<file path="src/rtl/pfg_pkg.sv">
package pfg_pkg;

    typedef enum logic [1:0] {
        SLOT_COUNT = 2'd0,
        SLOT_COMMA = 2'd1,
        SLOT_BOND  = 2'd2
    } slot_kind_e;

    // Decide what a table slot carries; the comma wins over the bonding run.
    function automatic slot_kind_e classify(
        input int idx,
        input bit comma_en,
        input int comma_pos,
        input bit bond_en,
        input int bond_pos,
        input int bond_len
    );
        if (comma_en && idx == comma_pos)
            return SLOT_COMMA;
        if (bond_en && idx >= bond_pos && idx < bond_pos + bond_len)
            return SLOT_BOND;
        return SLOT_COUNT;
    endfunction

endpackage

</file>
<file path="src/rtl/pfg_rom.sv">
module pfg_rom #(
    parameter int                 DATA_W      = 16,
    parameter int                 DEPTH       = 64,
    parameter logic [DATA_W-1:0]  COUNT_BASE  = '0,
    parameter bit                 COMMA_EN    = 1'b1,
    parameter int                 COMMA_POS   = 0,
    parameter logic [DATA_W-1:0]  COMMA_WORD  = 16'h50BC,
    parameter logic [DATA_W/8-1:0] COMMA_FLAGS = 2'b01,
    parameter bit                 BOND_EN     = 1'b1,
    parameter int                 BOND_POS    = 32,
    parameter int                 BOND_LEN    = 2,
    parameter logic [DATA_W-1:0]  BOND_WORD   = 16'h3C7C,
    parameter logic [DATA_W-1:0]  BOND_STEP   = 16'h0100,
    parameter logic [DATA_W/8-1:0] BOND_FLAGS  = 2'b01,
    localparam int                CTRL_W      = DATA_W / 8,
    localparam int                ADDR_W      = $clog2(DEPTH)
) (
    input  logic [ADDR_W-1:0] rd_addr,
    output logic [DATA_W-1:0] rd_word,
    output logic [CTRL_W-1:0] rd_flags
);
    import pfg_pkg::*;

    localparam int ENTRY_W = DATA_W + CTRL_W;

    logic [ENTRY_W-1:0] table_w [DEPTH];

    // Each slot is a constant derived from the parameters.
    for (genvar i = 0; i < DEPTH; i++) begin : g_slot
        localparam slot_kind_e KIND =
            classify(i, COMMA_EN, COMMA_POS, BOND_EN, BOND_POS, BOND_LEN);
        if (KIND == SLOT_COMMA) begin : g_comma
            assign table_w[i] = {COMMA_FLAGS, COMMA_WORD};
        end else if (KIND == SLOT_BOND) begin : g_bond
            localparam logic [DATA_W-1:0] STEP_IDX = DATA_W'(i - BOND_POS);
            localparam logic [DATA_W-1:0] BW = BOND_WORD + STEP_IDX * BOND_STEP;
            assign table_w[i] = {BOND_FLAGS, BW};
        end else begin : g_count
            localparam logic [DATA_W-1:0] CW = COUNT_BASE + DATA_W'(i);
            assign table_w[i] = {{CTRL_W{1'b0}}, CW};
        end
    end

    assign {rd_flags, rd_word} = table_w[rd_addr];

endmodule

</file>
<file path="src/rtl/pfg_addr_seq.sv">
module pfg_addr_seq #(
    parameter  int DEPTH  = 64,
    localparam int ADDR_W = $clog2(DEPTH)
) (
    input  logic              clk,
    input  logic              rst,
    input  logic              en,
    output logic [ADDR_W-1:0] addr
);
    localparam logic [ADDR_W-1:0] LAST = ADDR_W'(DEPTH - 1);

    typedef struct packed {
        logic [ADDR_W-1:0] addr;
    } seq_t;

    seq_t seq_d, seq_q;

    always_comb begin
        seq_d = seq_q;
        if (rst) begin
            seq_d.addr = '0;
        end else if (en) begin
            if (seq_q.addr == LAST)
                seq_d.addr = '0;
            else
                seq_d.addr = seq_q.addr + 1'b1;
        end
    end

    always_ff @(posedge clk) begin
        seq_q <= seq_d;
    end

    assign addr = seq_q.addr;

endmodule

</file>
<file path="src/rtl/pfg_out_stage.sv">
module pfg_out_stage #(
    parameter  int DATA_W = 16,
    localparam int CTRL_W = DATA_W / 8
) (
    input  logic              clk,
    input  logic              rst,
    input  logic              en,
    input  logic [DATA_W-1:0] slot_word,
    input  logic [CTRL_W-1:0] slot_flags,
    output logic [DATA_W-1:0] word,
    output logic [CTRL_W-1:0] flags
);
    typedef struct packed {
        logic [DATA_W-1:0] word;
        logic [CTRL_W-1:0] flags;
    } out_t;

    out_t out_d, out_q;

    always_comb begin
        out_d = out_q;
        if (rst) begin
            out_d = '0;
        end else if (en) begin
            out_d.word  = slot_word;
            out_d.flags = slot_flags;
        end
    end

    always_ff @(posedge clk) begin
        out_q <= out_d;
    end

    assign word  = out_q.word;
    assign flags = out_q.flags;

endmodule

</file>
<file path="src/rtl/pattern_frame_gen.sv">
module pattern_frame_gen #(
    parameter int                  DATA_W      = 16,
    parameter int                  DEPTH       = 64,
    parameter logic [DATA_W-1:0]   COUNT_BASE  = '0,
    parameter bit                  COMMA_EN    = 1'b1,
    parameter int                  COMMA_POS   = 0,
    parameter logic [DATA_W-1:0]   COMMA_WORD  = 16'h50BC,
    parameter logic [DATA_W/8-1:0] COMMA_FLAGS = 2'b01,
    parameter bit                  BOND_EN     = 1'b1,
    parameter int                  BOND_POS    = 32,
    parameter int                  BOND_LEN    = 2,
    parameter logic [DATA_W-1:0]   BOND_WORD   = 16'h3C7C,
    parameter logic [DATA_W-1:0]   BOND_STEP   = 16'h0100,
    parameter logic [DATA_W/8-1:0] BOND_FLAGS  = 2'b01
) (
    input  logic                clk,
    input  logic                rst,
    input  logic                en,
    output logic [DATA_W-1:0]   tx_word,
    output logic [DATA_W/8-1:0] tx_kflag
);
    localparam int CTRL_W = DATA_W / 8;
    localparam int ADDR_W = $clog2(DEPTH);

    logic [ADDR_W-1:0] rd_addr;
    logic [DATA_W-1:0] slot_word;
    logic [CTRL_W-1:0] slot_flags;

    pfg_addr_seq #(
        .DEPTH (DEPTH)
    ) u_seq (
        .clk  (clk),
        .rst  (rst),
        .en   (en),
        .addr (rd_addr)
    );

    pfg_rom #(
        .DATA_W      (DATA_W),
        .DEPTH       (DEPTH),
        .COUNT_BASE  (COUNT_BASE),
        .COMMA_EN    (COMMA_EN),
        .COMMA_POS   (COMMA_POS),
        .COMMA_WORD  (COMMA_WORD),
        .COMMA_FLAGS (COMMA_FLAGS),
        .BOND_EN     (BOND_EN),
        .BOND_POS    (BOND_POS),
        .BOND_LEN    (BOND_LEN),
        .BOND_WORD   (BOND_WORD),
        .BOND_STEP   (BOND_STEP),
        .BOND_FLAGS  (BOND_FLAGS)
    ) u_rom (
        .rd_addr  (rd_addr),
        .rd_word  (slot_word),
        .rd_flags (slot_flags)
    );

    pfg_out_stage #(
        .DATA_W (DATA_W)
    ) u_out (
        .clk        (clk),
        .rst        (rst),
        .en         (en),
        .slot_word  (slot_word),
        .slot_flags (slot_flags),
        .word       (tx_word),
        .flags      (tx_kflag)
    );

endmodule

</file>
<file path="config.mk">
export PLATFORM = sky130hd
export DESIGN_NAME = pattern_frame_gen
export DESIGN_NICKNAME = d
export VERILOG_FILES = /design/src/rtl/pfg_pkg.sv /design/src/rtl/pfg_rom.sv /design/src/rtl/pfg_addr_seq.sv /design/src/rtl/pfg_out_stage.sv /design/src/rtl/pattern_frame_gen.sv
export SDC_FILE = /design/constraint.sdc
export NUM_CORES = 1
export LEC_CHECK = 0
export BUFFER_PORTS_ARGS = -buffer_cell sky130_fd_sc_hd__buf_2
export CAP_MARGIN = 20
export CORE_MARGIN = 4
export CORE_UTILIZATION = 25
export CTS_BUF_LIST = sky130_fd_sc_hd__clkbuf_2 sky130_fd_sc_hd__clkbuf_4 sky130_fd_sc_hd__clkbuf_8
export CTS_CLUSTER_SIZE = 30
export DETAILED_ROUTE_END_ITERATION = 16
export PLACE_DENSITY = 0.52
export SLEW_MARGIN = 30
export SYNTH_ARGS = -nofsm -noshare
export SYNTH_HDL_FRONTEND = slang
export SYNTH_SLANG_ARGS = --single-unit
</file>
<file path="constraint.sdc">
create_clock -name clk -period 3.78 [get_ports clk]
set_clock_uncertainty 0.15 [all_clocks]
set_input_delay 0 -clock clk [delete_from_list [all_inputs] [get_ports clk]]
set_output_delay 0 -clock clk [all_outputs]
set_load 0.05 [all_outputs]
</file>
==> results.sh <==
export IMPL_placed_cell_area_um2=890
export IMPL_clock_root_buffer="clkbuf_4"
export IMPL_clock_sinks=16
export IMPL_yosysWarningCount=0
export IMPL_setup_viol_count_final=0
export IMPL_gp_congestion=0.740
export IMPL_min_path_type="input port to flip-flop"
export IMPL_fin_util=0.302
export IMPL_grt_overflow_total=0
export IMPL_synth_top_area_cell="dfxtp_1"
export IMPL_antenna_found_initial=0
export IMPL_hold_violations=0
export IMPL_critPathCaptureType="flip-flop"
export IMPL_cp_start_kind="flip-flop"
export IMPL_tritoncts="built"
export IMPL_max_stage_delay_ps=380
export IMPL_dieWidth_um=65.3
export IMPL_insertion_delay_ps=290
export IMPL_maxCapViolations=0
export IMPL_cts_buffer_depth=2
export IMPL_area_growth_pct=14.2
export IMPL_slew_violations=0
export IMPL_ys_seq_elements=16
export IMPL_worstPathRequired_ps=3840
export IMPL_multi_input_area_um2=410
export IMPL_nFillCells=361
export IMPL_final_area_um2=936
export IMPL_p_leak_nw=0.381
export IMPL_ys_types=28
export IMPL_fmax_ghz=0.648
export IMPL_num_rows=20
export IMPL_cp_cell_sequence="inv_1, ha_1, nor4b_1, nor2_1, a211oi_1"
export IMPL_crit_fanout=6
export IMPL_clk_pin_slew_ps=90
export IMPL_via_per_inst=4.32
export IMPL_grt_pass1_vias=578
export IMPL_htreeDepth=1
export IMPL_status="finished, final reports clean"
export IMPL_dp_hpwl_um=1140
export IMPL_initial_core_util=0.264
export IMPL_die_y_um=65.3
export IMPL_port_buffers=17
export IMPL_grt_total_usage=0.0824
export IMPL_cts_hold_buf=1
export IMPL_drt_pre_antenna_iters=4
export IMPL_synth_area_um2=820
export IMPL_syn_avg_cell_area_um2=9.11
export IMPL_setup_tns_ps=0
export IMPL_synth_top_area_frac=0.391
export IMPL_post_cts_buffers=0
export IMPL_path_class="flip-flop to flip-flop"
export IMPL_fin_nets=109
export IMPL_yosysSeqAreaShare=0.391
export IMPL_min_period_ps=1540
export IMPL_route_vias_total=631
export IMPL_antenna_cells=0
export IMPL_die_area_um2=4260
export IMPL_drtAntennaViolNets=0
export IMPL_rsz0062_at_grt="no"
export IMPL_synthCells=90
export IMPL_drtIter0Drc=32
export IMPL_drt_wl_total_um=1580
export IMPL_timing_final_ws_setup_ps=2240
export IMPL_critPathSlowestCell="dfxtp_1"
export IMPL_drive_above_1_share=0.245
export IMPL_grt_first_pass_wirelength_um=2750
export IMPL_grt_max_degree=25
export IMPL_cp_arrival_ps=1610
export IMPL_vdd_drop_max_mv=0.0944
export IMPL_io_pins=21
export IMPL_regArea_um2=320
export IMPL_pre_cts_ws_ps=2240
export IMPL_post_route_period_util=0.408
export IMPL_power_density_nw_per_um2=442
export IMPL_synth_area_leaders="dfxtp_1 (39%), buf_4 (7.3%), nor2_1 (5.0%), ha_1 (4.6%), o211ai_1 (4.6%)"
export IMPL_cts_buffers=3
export IMPL_cts_resized=0
export IMPL_post_drt_wl_per_cell_um=10.8
export IMPL_core_um2=3100
export IMPL_drc=0
-- registers in the layout, indices dropped and copies added, names as in the netlist --
signal / cells
u_seq.addr: 6
u_out.word: 10
-- cell families after synthesis --
family          count (synthesis)  share of synthesized area
fa+ha+maj                       3                     0.0458
other cells                     1                    0.00458
mux                             3                     0.0366
compound gates                 16                      0.150
flops                          16                      0.391
simple gates                   31                      0.223
xor+xnor                        3                     0.0321
buf+inv                        17                      0.118
-- cell usage after synthesis (all sizes together) --
| cell | count |
|---|---|
| a211oi | 2 |
| a21oi | 4 |
| a311oi | 3 |
| a31oi | 2 |
| buf | 10 |
| clkbuf | 2 |
| conb | 1 |
| dfxtp | 16 |
| ha | 3 |
| inv | 5 |
| mux2i | 3 |
| nand2 | 3 |
| nand2b | 5 |
| nand3 | 2 |
| nand3b | 1 |
| nand4 | 3 |
| nor2 | 11 |
| nor2b | 2 |
| nor3 | 1 |
| nor4b | 2 |
| o211ai | 5 |
| or3 | 1 |
| xnor2 | 3 |
-- cells in the final DEF, fill, tap and decap left out --
cell type,instances
nor4b_4,1
nand4_2,1
nand2b_1,5
nand4_1,2
a211oi_2,1
nor2_1,11
mux2i_1,3
a31oi_2,1
nor2b_1,2
dlygate4sd3_1,1
ha_1,3
nand3b_1,1
o211ai_1,5
inv_1,5
a211oi_1,1
buf_2,17
a311oi_1,3
xnor2_1,3
nor4b_1,1
nor3_1,1
a21oi_1,4
clkbuf_8,1
conb_1,3
dfxtp_1,16
or3_1,1
nand3_1,2
a31oi_1,1
clkbuf_4,3
nand2_1,3
-- routing by layer --
layer	track usage	up-vias	wire, um
li1	-	330	-
met3	0.0154	2	71
met1	0.112	281	839
met5	0	-	0
met2	0.121	18	659
met4	0.0466	0	14
-- critical path: cells and delay by family (launching register included) --
family	cells	cell delay, ps
and+or+nand+nor	2	430
DFF	1	380
AOI/OAI and AO/OA	1	220
adders and majority gates	1	160
buffers and inverters	1	120
-- report_power, final --
group	total [mW]	internal, mW	switching (mW)
combinational	0.109	0.0307	0.0784
sequential	0.192	0.180	0.0110
clock	0.113	0.0587	0.0547
-- final cells by class --
cell class	count	area share
repair buffers	18	0.102
flip-flops and latches	16	0.342
multi-input cells	59	0.439
clock buffers	4	0.0388
inverters	5	0.0201
well taps	44	0.0588
-- path summary, 6_finish.rpt --
kind                               from                    endpoint  slack, ps  cells past startpoint
max          u_seq.addr[1]$_SDFFE_PP0P_  u_out.word[5]$_SDFFE_PP0P_       2240                      5
min                                  en  u_out.word[8]$_SDFFE_PP0P_         50                      3
max reg2reg  u_seq.addr[1]$_SDFFE_PP0P_  u_out.word[5]$_SDFFE_PP0P_       2240                      5
min reg2reg  u_out.word[8]$_SDFFE_PP0P_  u_out.word[8]$_SDFFE_PP0P_        320                      2
-- per-stage QoR --
step | power [mW] | hold WS, ps | instances
floorplan | 0.290 | 52.8 | 92
global placement | 0.303 | 213 | 141
detailed placement | 0.304 | 223 | 141
CTS | 0.420 | 37.3 | 146
global route | 0.439 | 67.8 | 146
finish | 0.414 | 50.5 | 146
(Power assumes the default switching activity.)
